### config.mk
export PLATFORM = sky130hd
export DESIGN_NAME = nvsr_recall_top
export DESIGN_NICKNAME = d
export VERILOG_FILES = /design/src/rtl/nvsr_pkg.sv /design/src/rtl/nvsr_ctrl.sv /design/src/rtl/nvsr_datapath.sv /design/src/rtl/nvsr_recall_top.sv
export SDC_FILE = /design/constraint.sdc
export NUM_CORES = 1
export LEC_CHECK = 0
export BUFFER_PORTS_ARGS = -buffer_cell sky130_fd_sc_hd__buf_4
export CELL_PAD_IN_SITES_DETAIL_PLACEMENT = 0
export CELL_PAD_IN_SITES_GLOBAL_PLACEMENT = 1
export CORE_MARGIN = 2
export CORE_UTILIZATION = 50
export CTS_CLUSTER_DIAMETER = 40
export CTS_CLUSTER_SIZE = 28
export DETAILED_ROUTE_END_ITERATION = 10
export PLACE_DENSITY = 0.76
export SLEW_MARGIN = 30
export SYNTH_ARGS = -nofsm -noshare
export SYNTH_HDL_FRONTEND = slang
export SYNTH_SLANG_ARGS = --single-unit
### constraint.sdc
create_clock -name clk -period 3.8 [get_ports clk]
set_input_delay 0.76 -clock clk [delete_from_list [all_inputs] [get_ports clk]]
set_output_delay 0.76 -clock clk [all_outputs]
set_load 0.05 [all_outputs]
### src/rtl/nvsr_pkg.sv
package nvsr_pkg;

  typedef enum logic [1:0] {
    ST_IDLE  = 2'd0,
    ST_CLEAR = 2'd1,
    ST_COPY  = 2'd2,
    ST_STORE = 2'd3
  } nvsrState_e;

  typedef struct packed {
    logic clrWe;       // zero the volatile word at walk index
    logic cpyWe;       // shadow word -> volatile word at walk index
    logic nvWe;        // volatile word -> shadow word at walk index
    logic accWr;       // granted port write
    logic accRd;       // granted port read
    logic lateWr;      // write colliding with recall completion
    logic recallStart; // recall launched this cycle
  } nvsrStrobe_t;

endpackage

### src/rtl/nvsr_ctrl.sv
module nvsr_ctrl
  import nvsr_pkg::*;
#(
  parameter int ADDR_W = 3
) (
  input  logic              clk,
  input  logic              rstN,
  input  logic              belowReset,
  input  logic              aboveSwitch,
  input  logic              storeReq,
  input  logic              accEn,
  input  logic              accWe,
  output nvsrStrobe_t       strb,
  output logic [ADDR_W-1:0] walkIdx,
  output logic              accGrant,
  output logic              busy,
  output logic              corrupt
);

  localparam logic [ADDR_W-1:0] LAST_IDX = {ADDR_W{1'b1}};

  nvsrState_e        state, stateNxt;
  logic [ADDR_W-1:0] idx, idxNxt;
  logic              pending;
  logic              lastWord;
  logic              recallDone;

  assign lastWord = (idx == LAST_IDX);
  assign busy     = (state != ST_IDLE);
  assign walkIdx  = idx;
  assign accGrant = accEn && (state == ST_IDLE);

  always_comb begin
    stateNxt   = state;
    idxNxt     = idx;
    strb       = '0;
    recallDone = 1'b0;
    strb.accWr = accGrant && accWe;
    strb.accRd = accGrant && !accWe;
    if (belowReset) begin
      stateNxt = ST_IDLE;
      idxNxt   = '0;
    end else begin
      unique case (state)
        ST_IDLE: begin
          if (pending && aboveSwitch) begin
            stateNxt         = ST_CLEAR;
            idxNxt           = '0;
            strb.recallStart = 1'b1;
          end else if (storeReq && aboveSwitch) begin
            stateNxt = ST_STORE;
            idxNxt   = '0;
          end
        end
        ST_CLEAR: begin
          strb.clrWe = 1'b1;
          if (lastWord) begin
            stateNxt = ST_COPY;
            idxNxt   = '0;
          end else begin
            idxNxt = idx + 1'b1;
          end
        end
        ST_COPY: begin
          strb.cpyWe = 1'b1;
          if (lastWord) begin
            stateNxt    = ST_IDLE;
            idxNxt      = '0;
            recallDone  = 1'b1;
            strb.lateWr = accEn && accWe;
          end else begin
            idxNxt = idx + 1'b1;
          end
        end
        ST_STORE: begin
          if (!aboveSwitch) begin
            stateNxt = ST_IDLE;
            idxNxt   = '0;
          end else begin
            strb.nvWe = 1'b1;
            if (lastWord) begin
              stateNxt = ST_IDLE;
              idxNxt   = '0;
            end else begin
              idxNxt = idx + 1'b1;
            end
          end
        end
        default: begin
          stateNxt = ST_IDLE;
          idxNxt   = '0;
        end
      endcase
    end
  end

  always_ff @(posedge clk or negedge rstN) begin
    if (!rstN) begin
      state   <= ST_IDLE;
      idx     <= '0;
      pending <= 1'b1;
      corrupt <= 1'b0;
    end else begin
      state <= stateNxt;
      idx   <= idxNxt;
      if (belowReset)      pending <= 1'b1;
      else if (recallDone) pending <= 1'b0;
      if (strb.recallStart) corrupt <= 1'b0;
      else if (strb.lateWr) corrupt <= 1'b1;
    end
  end


  supply_drop_idle_chk: assert property (@(posedge clk) disable iff (!rstN)
    belowReset |=> !busy);


  request_clear_chk: assert property (@(posedge clk) disable iff (!rstN)
    $fell(pending) |-> ($past(state) == ST_COPY) && ($past(idx) == LAST_IDX));


  auto_start_chk: assert property (@(posedge clk) disable iff (!rstN)
    (pending && aboveSwitch && !belowReset && !busy) |=> (state == ST_CLEAR));


  store_gate_chk: assert property (@(posedge clk) disable iff (!rstN)
    (!aboveSwitch && (state != ST_STORE)) |=> (state != ST_STORE));

endmodule

### src/rtl/nvsr_datapath.sv
module nvsr_datapath
  import nvsr_pkg::*;
#(
  parameter int ADDR_W = 3,
  parameter int DATA_W = 8
) (
  input  logic              clk,
  input  logic              rstN,
  input  nvsrStrobe_t       strb,
  input  logic [ADDR_W-1:0] walkIdx,
  input  logic [ADDR_W-1:0] accAddr,
  input  logic [DATA_W-1:0] accWdata,
  output logic [DATA_W-1:0] accRdata
);

  localparam int DEPTH = 1 << ADDR_W;

  logic [DATA_W-1:0] sramArr [DEPTH];
  logic [DATA_W-1:0] nvArr   [DEPTH];
  logic [DEPTH*DATA_W-1:0] nvFlat;

  for (genvar g = 0; g < DEPTH; g++) begin : g_word
    assign nvFlat[g*DATA_W +: DATA_W] = nvArr[g];

    always_ff @(posedge clk or negedge rstN) begin
      if (!rstN) begin
        sramArr[g] <= '0;
        nvArr[g]   <= '0;
      end else begin
        if (strb.clrWe && (walkIdx == ADDR_W'(g))) sramArr[g] <= '0;
        if (strb.cpyWe && (walkIdx == ADDR_W'(g))) sramArr[g] <= nvArr[g];
        if ((strb.accWr || strb.lateWr) && (accAddr == ADDR_W'(g)))
          sramArr[g] <= accWdata;
        if (strb.nvWe && (walkIdx == ADDR_W'(g))) nvArr[g] <= sramArr[g];
      end
    end
  end

  always_ff @(posedge clk or negedge rstN) begin
    if (!rstN)          accRdata <= '0;
    else if (strb.accRd) accRdata <= sramArr[accAddr];
  end


  copy_after_clear_chk: assert property (@(posedge clk) disable iff (!rstN)
    $rose(strb.cpyWe) |-> $past(strb.clrWe) && ($past(walkIdx) == {ADDR_W{1'b1}}));


  shadow_frozen_chk: assert property (@(posedge clk) disable iff (!rstN)
    (strb.clrWe || strb.cpyWe) |=> $stable(nvFlat));

endmodule

### src/rtl/nvsr_recall_top.sv
module nvsr_recall_top
  import nvsr_pkg::*;
#(
  parameter int ADDR_W = 3,
  parameter int DATA_W = 8
) (
  input  logic              clk,
  input  logic              rstN,
  input  logic              belowReset,
  input  logic              aboveSwitch,
  input  logic              storeReq,
  input  logic              accEn,
  input  logic              accWe,
  input  logic [ADDR_W-1:0] accAddr,
  input  logic [DATA_W-1:0] accWdata,
  output logic [DATA_W-1:0] accRdata,
  output logic              accGrant,
  output logic              busy,
  output logic              corrupt
);

  nvsrStrobe_t       strb;
  logic [ADDR_W-1:0] walkIdx;

  nvsr_ctrl #(.ADDR_W(ADDR_W)) i_ctrl (
    .clk         (clk),
    .rstN        (rstN),
    .belowReset  (belowReset),
    .aboveSwitch (aboveSwitch),
    .storeReq    (storeReq),
    .accEn       (accEn),
    .accWe       (accWe),
    .strb        (strb),
    .walkIdx     (walkIdx),
    .accGrant    (accGrant),
    .busy        (busy),
    .corrupt     (corrupt)
  );

  nvsr_datapath #(.ADDR_W(ADDR_W), .DATA_W(DATA_W)) i_dp (
    .clk      (clk),
    .rstN     (rstN),
    .strb     (strb),
    .walkIdx  (walkIdx),
    .accAddr  (accAddr),
    .accWdata (accWdata),
    .accRdata (accRdata)
  );


  busy_rdata_hold_chk: assert property (@(posedge clk) disable iff (!rstN)
    busy |=> $stable(accRdata));

endmodule

# Yosys cells after proc, flatten, opt, wreduce, memory -nomap -nowiden
# Cells that the tools add are included.
# totals
wordCells	156
output_inout_bits	11
in_bits	18
register_bits	143
# op_classes
n_reduce_logical	56
bitwise_logic	1
mux	57
order_cmp	1
eq_ne	19
n_addsub	1
# op_table
cell	count
8-bit two-way mux	26
1-bit logical AND	38
8-bit binary-select mux with 3-bit select	1
3-bit equality test (second input constant)	8
3-bit nonzero test	8
3-bit two-way mux	6
1-bit two-way mux	15
2-bit two-way mux	7
3-bit by 2-bit equality test with 1-bit output (second input constant)	4
3-bit case mux with 3 select lines	1
2-bit case mux with 4 select lines	1
3-bit by 1-bit equality test with 1-bit output (second input constant)	2
3-bit logical NOT	2
2-bit nonzero test	3
2-bit equality test (second input constant)	2
4-bit >= comparator (second input constant)	1
4-bit != test (second input constant)	1
3-bit NOT with 4-bit output	1
3-bit by 1-bit adder with 3-bit output (second input constant)	1
3-bit by 2-bit != test with 1-bit output (second input constant)	1
2-bit by 1-bit equality test with 1-bit output (second input constant)	1
2-bit logical NOT	1
2-bit AND reduction	1
2-bit OR reduction	1
other kinds (2)	2

# Depth between registers and ports, before layout
# Gate-level depths: netlist of run 1.
# logic_depth
ltp_word	7
depth_mapped	8
mapped_depth_nobuf	6

# Cells and area by module
# A second synthesis of run 1 with hierarchy kept.
# unflattened
cells_unflattened	666
hier_area_um2	7164.4
# modules_own_cells
module	seq_area_each_um2	n_inst	cells_each	area_each_um2
nvsr_datapath	3403.3	1	613	6646.4
nvsr_ctrl	176.4	1	53	518.0

# Worst setup path before layout of run 1
# OpenSTA, ideal clock, no wires.
# synth_path
path_type	input to register
start	in aboveSwitch
end	reg i_dp.nvArr[11] in the netlist's numbering
required_ns	3.675
path_buffers	2
arrival_time_ns	1.925
path_slack_ns	1.751
setup_time_ns	0.125
path_stages	6
path_cell_list	buf_2 -> nand2_1 -> or2_2 -> buf_6 -> nor2_8 -> mux2_2
# synth_via
elab_chain_len	4
# synth_rtl
item	line_no	text
from (decl)	nvsr_recall_top.sv:10	input logic aboveSwitch,
1-bit two-way mux	nvsr_ctrl.sv:76	if (!aboveSwitch) begin
1-bit two-way mux	nvsr_ctrl.sv:44	unique case (state)
3-bit two-way mux	nvsr_ctrl.sv:40	if (belowReset) begin
1-bit logical AND	nvsr_datapath.sv:34	if (strb.nvWe && (walkIdx == ADDR_W'(g))) nvArr[g] <= sramArr[g];
to (signal, indexed assignment)	nvsr_datapath.sv:34	
to (decl)	nvsr_datapath.sv:19	logic [DATA_W-1:0] nvArr [DEPTH];
# No other way between the ends.
# A chain may end at the register's enable or synchronous reset.

# Final worst setup path of run 1
# layout_path
start	reg i_ctrl.idx[0] (netlist: i_ctrl.walkIdx[0])
end	reg i_dp.sramArr[9] in the netlist's numbering
# layout_via
elab_chain_len	7
elab_cells_between_ends	12
classes_between	2 x eq/ne; 5 x mux; 5 x reduce/logical
# layout_rtl
item	line_no	text
from (decl)	nvsr_ctrl.sv:23	logic [ADDR_W-1:0] idx, idxNxt;
from (signal assigned)	nvsr_ctrl.sv:105	idx <= idxNxt;
3-bit equality test	nvsr_ctrl.sv:28	assign lastWord = (idx == LAST_IDX);
1-bit two-way mux	nvsr_ctrl.sv:66	if (lastWord) begin
1-bit two-way mux	nvsr_ctrl.sv:44	
2-bit two-way mux	nvsr_ctrl.sv:40	
1-bit logical OR	nvsr_datapath.sv:32	if ((strb.accWr || strb.lateWr) && (accAddr == ADDR_W'(g)))
1-bit logical AND	nvsr_datapath.sv:32	
3-bit nonzero test (no line) / 8-bit two-way mux (equally long branches)	-	
to (signal, indexed assignment)	nvsr_datapath.sv:31	if (strb.cpyWe && (walkIdx == ADDR_W'(g))) sramArr[g] <= nvArr[g];
to (signal, indexed assignment)	nvsr_datapath.sv:33	sramArr[g] <= accWdata;
to (decl)	nvsr_datapath.sv:18	logic [DATA_W-1:0] sramArr [DEPTH];
# Parallel ways exist; a longest one is shown, timed or not.

==> impl_results.md, run 1 <==
* Mapped Nets at between 600 and 700
* Antenna violations before repair at 0
* Setup TNS at 0 ns
* Worst-Margin Slew at 0.8822 ns
* Setup crit start kind: flop
* Dpl ws at 1.354 ns
* Post-synth EDFFs at 0
* Htree depth at 4
* Max stage delay on crit path at 0.81 ns
* Routed WL at about 17000 µm
* PnR worst setup slack at 1.331 ns
* Post-synth top area share at 51.30%
* Fin crit share at 64.97%
* Cts hold-fix bufs at 0
* Cell mode on critical path: ha_1
* Status: finished clean
* CP endpoint kind: flop
* Clk slew on worst S/H paths at 0.06 ns
* PD cells at 679.9 mW/mm²
* Compound-Gate Fraction of Synth Area at 17.81%
* CTS Buffer Depth at 2
* GRT Overall Usage at 24.65%
* Clock Power Share at 31.6%
* Final instance area at 0.007782 mm²
* Asr flop ratio synth at 100.0%
* Die Y at approximately 120 µm
* Synth unique cells at 52
* Layout cells sized above 1 at 25.88%
* TritonCTS clock tree: built
* Syn Inst Count at 599
* Combinational Power Share at 25.6%
* Largest net degree at the start of global routing at 92
* Layout Nets at about 640
* Port Buffer Count at 28
* Via count at about 4800
* Starting Density at slightly above 50%
* Fmax at 0.4050 GHz
* Post_cts resized at 0
* Main combinational cell family by area after synthesis: compound AO/OA/AOI/OAI gates
* Total CTS buffers at 17
* Max Cap Violations at 0
* Ant. Diodes at 0
* Clk_lat worst skew at 0.42 ns
* Total gr overflow at 0
* Post-synthesis mux area share at roughly 15%
* Synth Area in XOR/XNOR at 0%
* Synth warn at 0
* Syn Area/Cell at 11.56 µm²
* Family with the most delay on the worst path: compound AO/OA/AOI/OAI gates
* GPL Wtd Cong at 0.8838
* Initial DRC Count at 400
* WP depth at 5
* Root Buffer: clkbuf_16
* Sw frac at 32.62%
* Clk sink count at 143
* Avg Vias per Cell at 5.994
* RSZ-0062 raised after global routing: no
* Final ANT Viol Nets at 0
* Synthesized flop and latch total at 143
* Layout fillers at approximately 1200
* Synth Area in Adders at 2.168%
* Core Footprint at 0.01372 mm²
* Worst hold path class: input port to asynchronous set/reset pin
* Sw power at around 1.7 mW
* First-pass GRT wire length at approximately 27000 µm
* # setup viols final at 0
* Vias in the first global route at 4742
* Critical-path cell list: ha_1 -> ha_1 -> nand3b_4 -> a211oi_2 -> o21ai_0
* Placed cell area at roughly 0.007 mm²
* Peak fanout along the critical path at 16
* Internal power at 3.565 mW
* DRC viols at 0
* Data required, critical path at between 4 and 5 ns
* Final hold violations at 0
* Synthesized cell area at a little under 0.007 mm²
* Synth-to-Final Area Change at 12.36%
* Reg2Reg Depth at 5
* CP bufs+invs at 0
* I/O Pins at 29
* Slowest cell on the critical path: a211oi_2
* DR pass1 iterations at 5
* Drt wl/cell at approximately 21 µm
* Sequential power share at 42.8%
* Critical path type: flop to flop
* Slew Limit Headroom at 41.08%
* # Post-CTS Setup Buffers at 0
* HPWL after DPL at ~11000 µm
* CP Data Arrival Time at 2.71 ns
* Synth area leader: dfrtp_1
* Sequential-to-total area share from yosys stat at 51.68%
* Leakage at 3.663 nW
* Final clock skew at 0.009269 ns
* Simple-gate area share of the yosys netlist at 9.375%
* Chip Width at 121.7 µm
* Max rail drop VDD at 0.3551 mV
* Max Slew Vio Count at 0
* Die area at 0.01481 mm²
* Row cnt at 43
* Dominant cells by area after synthesis: dfrtp_1 (51%), mux2_2 (12%), a22oi_1 (6.8%), a21oi_1 (2.7%), nor2_1 (2.7%)
* Minimum clock period at 2.469 ns
* Top_reg_cell synth: dfrtp_1
metal layers:
| metal | GRT usage (%) | vias up | wire (µm) |
|---|---|---|---|
| li1 | - | 2223 | - |
| met1 | 32.86 | 2458 | 7359 |
| met2 | 39.78 | 129 | 8610 |
| met3 | 6.180 | 21 | 892 |
| met4 | 7.902 | 0 | 332 |
| met5 | 0 | - | 0 |
final timing paths:
kind,startpoint,to,slack (ns)
max,i_ctrl.walkIdx[0],i_dp.sramArr[9],1.33
min,rstN,i_dp.nvArr[1],0.39
max reg2reg,i_ctrl.walkIdx[0],i_dp.sramArr[9],1.33
min reg2reg,i_dp.accRdata[1],i_dp.accRdata[1],0.49
max in group asynchronous,rstN,i_dp.nvArr[61],2.64
min in group clk,i_dp.accRdata[1],i_dp.accRdata[1],0.49
placed cells by master, fill, tap and decap left out, types with 2 or more instances in the layout:
master        n
a21oi_2       8
nand3_1       5
mux2_2       75
ha_1         12
clkbuf_8      5
o22ai_1       6
clkinv_2      5
or2_2         2
bufinv_16     2
dfrtp_1     142
a21o_1        2
a31oi_1       3
buf_4        27
clkbuf_16    17
nor2_1       49
mux2_1        4
nor2_2        2
a221oi_1      3
nor2b_1       5
or3_1         3
nand2_1      39
o221ai_1      3
a21oi_1      37
and2_1        2
mux2i_1      15
nor2_8        4
a22oi_1      63
o21ai_0      25
inv_1         9
a2111o_1      3
a211o_1       2
a221o_1       5
and3_1        2
o21ai_1       8
clkinvlp_4    2
nand2b_1      8
a22o_1        2
worst reg2reg max path, cell delays in order, from the launching register on:
cell	delay [ns]
dfrtp_1	0.42
ha_1	0.24
ha_1	0.33
nand3b_4	0.21
a211oi_2	0.81
o21ai_0	0.28
synth_stat cells, types with 5 or more instances:
library cell,number
a221o_1,5
o21ai_1,8
nand2b_1,8
a21oi_1,37
mux2i_1,15
o22ai_1,6
buf_6,8
dfrtp_1,142
a22oi_1,63
nand3_1,5
nor2_1,49
buf_1,6
buf_2,15
ha_1,12
mux2_2,75
a21oi_2,8
nor2b_1,5
inv_1,9
o21ai_0,25
nand2_1,39
registers in the layout, indices dropped and copies added, names as in the netlist:
register,count
i_ctrl.corrupt,1
i_ctrl.pending,1
i_ctrl.state,2
i_ctrl.walkIdx,3
i_dp.accRdata,8
i_dp.nvArr,64
i_dp.sramArr,64
per-stage QoR:
stage | cells | util (%) | total power, mW | hold WS, ns
global placement | 774 | 52.28 | 3.570 | 0.4673
floorplan | 599 | - | 3.176 | 0.4585
detailed placement | 774 | 52.28 | 3.631 | 0.4795
finish | 806 | 56.73 | 5.291 | 0.3902
global route | 806 | 56.73 | 5.571 | 0.4864
CTS | 806 | 56.67 | 5.317 | 0.4541
power by group through the flow:
| stage | clock, mW | sequential [mW] | combinational [mW] |
|---|---|---|---|
| 2_1_floorplan | 0 | 2.30 | 0.874 |
| 3_3_place_gp | 0 | 2.26 | 1.31 |
| 3_5_place_dp | 0 | 2.28 | 1.35 |
| 4_1_cts | 1.70 | 2.26 | 1.36 |
| 5_1_grt | 1.77 | 2.31 | 1.49 |
| 6_report | 1.67 | 2.26 | 1.36 |
cell type report:
class / instances / area (µm²) / share of cell area [%]
Inverter: 10 / 37.54 / 0.4823
Clock buffer: 22 / 494.2 / 6.350
Timing Repair Buffer: 29 / 234.0 / 3.006
Multi-Input combinational cell: 412 / 3103 / 39.87
Tap cell: 180 / 225.2 / 2.894
Sequential cell: 143 / 3580 / 46.00
Clock inverter: 10 / 108.9 / 1.399
logic make-up after synthesis:
kind of cell | count (synthesis)
AO/OA/AOI/OAI | 178
adder cells (fa/ha/maj) | 12
buffers and inverters | 44
flip-flops | 143
multiplexers | 95
AND/OR/NAND/NOR | 127
No activity file was read; power rests on OpenSTA's default activity.
==> run 2: changes to the inputs <==
Settings changed: CORE_UTILIZATION 50 to 45, PLACE_DENSITY 0.76 to 0.72.
Clock period 3.8 ns to 2.1 ns, I/O delays scaled along.
==> impl_results.md, run 2 (synthesis gave the netlist of run 1 again) <==
* Total CTS buffers at 17 (unchanged)
* Register area at 0.003580 mm² (unchanged)
* Non-Filler Instances at 845 (+4.8%)
* Root Buffer: clkbuf_16
* Sw power at 3.196 mW (+85%)
* CP Data Arrival Time at 2.33 ns (-0.38 ns)
* Chip Width at 128.1 µm (+5.2%)
* Worst hold stages at 2
* Slew Limit Headroom at 55.70% (+15 points)
* Final clock skew at 0.005310 ns (-0.003959 ns)
* Minimum clock period at 2.035 ns (-0.4336 ns)
* Layout fillers at 1329 (+10%)
* Setup crit start kind: flop
* Max Slew Vio Count at 0 (unchanged)
* Critical path type: flop to flop
* Top flop regs: i_dp.nvArr: 64 flops, i_dp.sramArr: 64 flops, i_dp.accRdata: 8 flops
* Die Y at 128.1 µm (+5.2%)
* Hold Crit Start: aboveSwitch
* Clk_lat worst skew at 0.42 ns (about the same)
* Final hold violations at 0 (unchanged)
* GRT Overall Usage at 22.64% (-2.0 points)
* Reg2Reg Depth at 7 (+2)
* Clock Power Share at 31.5% (about the same)
* Multi-input logic area at 0.003166 mm² (+2.0%)
* Routed WL at 18180 µm (+5.7%)
* Clk slew on worst S/H paths at 0.06 ns (about the same)
* Starting Density at 45.73% (-4.8 points)
* Dpl ws at -0.07743 ns (-1.431 ns)
* Combinational Power Share at 27.2% (+1.6 points)
* Fmax at 0.4913 GHz (+21%)
* Vias in the first global route at 4919 (+3.7%)
* Avg Vias per Cell at 5.936 (-0.96%)
* Sw frac at 32.44% (-0.17 points)
* Worst-Margin Slew at 0.6600 ns (-0.2222 ns)
* Htree depth at 4 (unchanged)
* Fin crit share at 96.92% (+32 points)
* PD cells at 1217 mW/mm² (+79%)
* Port Buffer Count at 28 (unchanged)
* Drt wl/cell at 21.51 µm (+0.83%)
* Core Footprint at 0.01515 mm² (+10%)
* Dpl cells at 806 (+4.1%)
* Reg2reg end: i_dp.sramArr[31]
* Largest net degree at the start of global routing at 55 (-40%)
* Max Cap Violations at 0 (unchanged)
* Status: finished clean
* Final ANT Viol Nets at 0 (unchanged)
* RSZ-0062 raised after global routing: yes
* Leakage at 3.805 nW (+3.9%)
* Commonest cells after routing, fill and taps aside: dfrtp_1 (142), mux2_2 (75), a22oi_1 (63)
* Total gr overflow at 0 (unchanged)
* # setup viols final at 0 (unchanged)
* DR pass1 iterations at 6 (+1)
* Layout cells sized above 1 at 30.75% (+4.9 points)
* Antenna violations before repair at 0 (unchanged)
* Internal power at 6.655 mW (+87%)
* Clk sink count at 143 (unchanged)
* Peak fanout along the critical path at 8 (-8)
* Reg2reg start: i_ctrl.state[0]
* Commonest non-fill, non-tap cell in the layout: dfrtp_1
* HPWL after DPL at 12090 µm (+5.8%)
* Die area at 0.01640 mm² (+11%)
* Worst hold path class: input port to flop
* Reg2Reg Setup Slack at 0.06 ns (-1.27 ns)
* Worst Hold Endpoint: i_ctrl.corrupt
* TritonCTS clock tree: built
* Ant. Diodes at 0 (unchanged)
* I/O Pins at 29 (unchanged)
* Sequential power share at 41.4% (-1.4 points)
* First-pass GRT wire length at 27570 µm (+2.4%)
* PnR worst setup slack at 0.06471 ns (-1.266 ns)
* Initial DRC Count at 330 (-18%)
* CTS Buffer Depth at 2 (unchanged)
* GPL Wtd Cong at 0.8796 (-0.48%)
* Row cnt at 45 (+4.7%)
* Synth-to-Final Area Change at 16.85%
* DRC viols at 0 (unchanged)
* Max rail drop VDD at 0.6251 mV (+76%)
* Layout Nets at 676 (+5.1%)
* CP endpoint kind: flop
* Data required, critical path at 2.40 ns (-1.64 ns)
* Via count at 5016 (+3.8%)
## run 2: changes by cell type in the layout (fill, tap and decap cells not counted), moves of 2 or more
cell | previous run | this run
buf_4 | 27 | 56
nor2_2 | 2 | 6
bufinv_16 | 2 | 4
ha_1 | 12 | 8
a2111o_2 | 0 | 2
clkbuf_8 | 5 | 0
nor2_1 | 49 | 45
ha_2 | 0 | 3
## run 2: stage by stage
stage               util (%)  TNS [ns]  hold slack, ns  power [mW]  area (µm²)
floorplan                  -         0          0.1244       5.746        6927
global placement       48.61         0          0.4074       6.545        7362
detailed placement     48.61   -0.4195          0.4139       6.658        7362
CTS                    52.71         0          0.2148       9.784        7983
global route           53.44   -0.1340          0.2206       10.38        8094
finish                 53.44         0          0.2329       9.850        8094
## run 2: critical path: stages, from the launching register on
cell	delay (ns)
dfrtp_1	0.41
inv_1	0.09
ha_2	0.27
buf_4	0.16
o21ba_2	0.17
nand3_1	0.34
a221oi_1	0.40
a21oi_1	0.07
## run 2: timing repair
item / in CTS / in global routing
hold buffers: 1 / 0
hold endpoints to repair: 48 / 0
cloned: 0 / 2
resized for setup: 6 / 12
setup endpoints to repair: 30 / 51
pin swaps: 0 / 2
setup buffers: 0 / 6
## run 2: layout make-up
type                            count  share of cell area, %
Inverter                           10                 0.5256
Clock inverter                     13                  2.133
Multi-Input combinational cell    414                  39.11
Timing Repair Buffer               60                  5.843
Clock buffer                       17                  5.256
Sequential cell                   143                  44.23
Tap cell                          188                  2.906
## run 2: how the worst max path moves through the flow
stage,from,end
after detailed placement,i_ctrl.state[0],i_dp.sramArr[8]
after global placement,i_ctrl.state[0],i_dp.sramArr[8]
after global routing,i_ctrl.state[0],i_dp.sramArr[31]
final,i_ctrl.state[0],i_dp.sramArr[31]
after floorplan,i_ctrl.walkIdx[0],i_dp.sramArr[62]
after CTS,i_ctrl.state[0],i_dp.sramArr[31]
## run 2: power by group through the flow
stage,logic [mW],clock network [mW],registers (mW)
after CTS,2.56,3.15,4.07
after global routing,2.93,3.27,4.17
after floorplan,1.58,0,4.17
after global placement,2.48,0,4.06
final,2.67,3.10,4.07
after detailed placement,2.55,0,4.11
## run 2: per-layer routing
metal / vias up / global-route usage (%) / wire (µm)
met5: - / 0 / 0
met4: 0 / 8.145 / 469
met3: 28 / 5.760 / 812
met2: 130 / 35.70 / 8781
met1: 2550 / 30.45 / 8113
li1: 2308 / - / -
==> run 3: changes to the inputs <==
Settings changed: ABC_AREA from default to 1, CORE_UTILIZATION 45 to 42, PLACE_DENSITY 0.72 to 0.74.
==> impl_results.md, run 3 <==
* Status: finished clean
* Slew Limit Headroom at 62.05% (+6.3 points)
* PnR Total Power at 10.02 mW (+1.7%)
* Reg2reg start: i_ctrl.walkIdx[0]
* Multi-input logic area at 0.003840 mm² (+21%)
* I/O Pins at 29 (unchanged)
* Vias in the first global route at 6893 (+40%)
* GRT Overall Usage at 24.76% (+2.1 points)
* Clk slew on worst S/H paths at 0.06 ns (about the same)
* Post-synth top cells: nand2_1 (492), nand3_1 (149), dfrtp_1 (142)
* Layout cells sized above 1 at 11.58% (-19 points)
* Final clock skew at 0.01212 ns (+0.006809 ns)
* Routed WL at 23240 µm (+28%)
* Die area at 0.01982 mm² (+21%)
* Met1 Use GR at 36.18% (+5.7 points)
* Htree depth at 4 (unchanged)
* Port Buffer Count at 28 (unchanged)
* Combinational Power Share at 29.7% (+2.5 points)
* Post-synth top area share at 45.22% (-6.1 points)
* Worst setup path start: i_ctrl.state[0]
* Setup crit start kind: flop
* Sequential-to-total area share from yosys stat at 45.56% (-6.1 points)
* DR pass1 iterations at 7 (+1)
* Antenna violations before repair at 0 (unchanged)
* Root Buffer: clkbuf_16
* Layout Nets at 1126 (+67%)
* HPWL after DPL at 16030 µm (+33%)
* Top-count cell post-synth: nand2_1
* TritonCTS clock tree: built
* GR Layer Usage met2 at 37.38% (+1.7 points)
* Hold Crit Start: accWdata[2]
* Commonest non-fill, non-tap cell in the layout: nand2_1
* CTS Buffer Depth at 2 (unchanged)
* Total gr overflow at 0 (unchanged)
* Asr flop ratio synth at 100.0% (unchanged)
* Mapped Nets at 1091 (+73%)
* Synthesized cell area at 0.007858 mm² (+13%)
* # setup viols final at 0 (unchanged)
* Final ANT Viol Nets at 0 (unchanged)
* Sequential power share at 42.3% (+0.9 points)
* Dominant cells by area after synthesis: dfrtp_1 (45%), nand2_1 (24%), nand3_1 (9.5%), nand4_1 (5.1%), inv_1 (2.2%)
* Minimum clock period at 2.008 ns (-0.02761 ns)
* Internal power at 6.204 mW (-6.8%)
* Drt wl/cell at 17.36 µm (-19%)
* Setup TNS at 0 ns (unchanged)
* Met3 Usage GRT at 3.838% (-1.9 points)
* Max Cap Violations at 0 (unchanged)
* Initial DRC Count at 689 (+110%)
* Row cnt at 50 (+11%)
* # Post-CTS Setup Buffers at 0 (unchanged)
* Largest net degree at the start of global routing at 47 (-15%)
* Syn Inst Count at 1061 (+77%)
* Total CTS buffers at 17 (unchanged)
* DRC viols at 0 (unchanged)
* Commonest cells after routing, fill and taps aside: nand2_1 (492), nand3_1 (149), dfrtp_1 (142)
* First-pass GRT wire length at 38230 µm (+39%)
* Synthesized flop and latch total at 143 (unchanged)
* Sw power at 3.813 mW (+19%)
* RSZ-0062 raised after global routing: no
* Peak fanout along the critical path at 4 (-4)
* Synth unique cells at 29 (-44%)
* Top_reg_cell synth: dfrtp_1
* Final hold violations at 0 (unchanged)
* Critical path type: flop to primary output
* Chip Width at 140.8 µm (+9.9%)
* Clk_lat worst skew at 0.43 ns (about the same)
* Starting Density at 42.43% (-3.3 points)
* Gr busiest metal: met2
* Register area at 0.003580 mm² (unchanged)
* Fin crit share at 95.60% (-1.3 points)
* GPL Wtd Cong at 0.8183 (-7.0%)
* CP endpoint kind: primary output
* Max rail drop VDD at 0.7117 mV (+14%)
* Syn Area/Cell at 7.406 µm² (-36%)
* Synth-to-Final Area Change at 14.33%
* Worst hold path class: input port to flop
* Core Footprint at 0.01852 mm² (+22%)
* Ant. Diodes at 0 (unchanged)
* Top flop regs: i_dp.nvArr: 64 flops, i_dp.sramArr: 64 flops, i_dp.accRdata: 8 flops
* PD cells at 1115 mW/mm² (-8.4%)
* Layout fillers at 1897 (+43%)
* Clk sink count at 143 (unchanged)
* Synth warn at 0 (unchanged)
* Post-synth EDFFs at 0 (unchanged)
* Via count at 7104 (+42%)
* Fmax at 0.4981 GHz (+1.4%)
* Avg Vias per Cell at 5.305 (-11%)
* Leakage at 4.819 nW (+27%)
* Die Y at 140.8 µm (+9.9%)
* Clock Power Share at 28.0% (-3.5 points)
* Max Slew Vio Count at 0 (unchanged)
* Synth area leader: dfrtp_1
* Worst-Margin Slew at 0.5687 ns (-0.09138 ns)
* Sw frac at 38.06% (+5.6 points)
* Data required, critical path at 1.68 ns (-0.72 ns)
* CP Data Arrival Time at 1.59 ns (-0.74 ns)
run 3: cell type report:
class / instances / share of cell area, %
multi-input cells: 818 / 42.74
flip-flops and latches: 143 / 39.85
repair buffers: 62 / 6.086
clock buffers: 20 / 4.972
well taps: 234 / 3.259
inverters: 54 / 2.312
clock inverters: 8 / 0.7799
run 3: cell families (layout without fill, tap and decap cells):
kind of cell,after synthesis,count (layout),share of synthesized area (%)
buf+inv,100,144,6.083
compound gates,40,40,2.834
flops,143,143,45.56
simple gates,766,766,43.61
fa+ha+maj,12,12,1.911
run 3: metal layers:
| metal | part of all wire [%] | wire length (µm) |
|---|---|---|
| met1 | 48 | 11060 |
| met2 | 44 | 10320 |
| met3 | 5.0 | 1169 |
| met4 | 3.0 | 697 |
| met5 | 0 | 0 |
run 3: metrics by stage:
step | util, % | setup slack [ns] | std cells | cell area, µm² | hold slack (ns)
after floorplan | - | 0.2285 | 1061 | 7858 | 0.1244
after global placement | 45.49 | 0.1648 | 1310 | 8424 | 0.4034
after detailed placement | 45.49 | 0.1190 | 1310 | 8424 | 0.4014
after CTS | 48.34 | 0.08725 | 1339 | 8951 | 0.2720
after global routing | 48.51 | 0.007151 | 1339 | 8984 | 0.2834
final | 48.51 | 0.09233 | 1339 | 8984 | 0.2843
run 3: power groups by stage:
stage | logic (mW) | registers, mW | clock network (mW)
after global placement | 2.91 | 4.27 | 0
after detailed placement | 2.95 | 4.27 | 0
final | 2.98 | 4.24 | 2.80
after global routing | 3.36 | 4.35 | 2.95
after CTS | 2.96 | 4.23 | 2.83
after floorplan | 1.89 | 4.26 | 0
run 3: critical path, cell delays in order, from the launching register on:
cell	delay [ns]
dfrtp_1	0.41
inv_1	0.11
ha_1	0.23
inv_1	0.18
buf_4	0.24
run 3: timing repair:
item,4_1_cts,5_1_grt
resized for setup,0,5
endpoints found under the setup margin,0,32
hold buffers,1,0
hold endpoints to repair,43,0
run 3: path summary, 6_finish.rpt:
kind	slack, ns	depth (start not counted)	endpoint
hold reg to reg	0.47	2	i_dp.nvArr[55]
setup / recovery	0.09	4	busy
min in group asynchronous	0.50	2	i_dp.nvArr[52]
max in group asynchronous	0.94	3	i_ctrl.pending
hold / removal	0.28	3	i_dp.sramArr[2]
setup reg to reg	0.17	9	i_dp.sramArr[29]
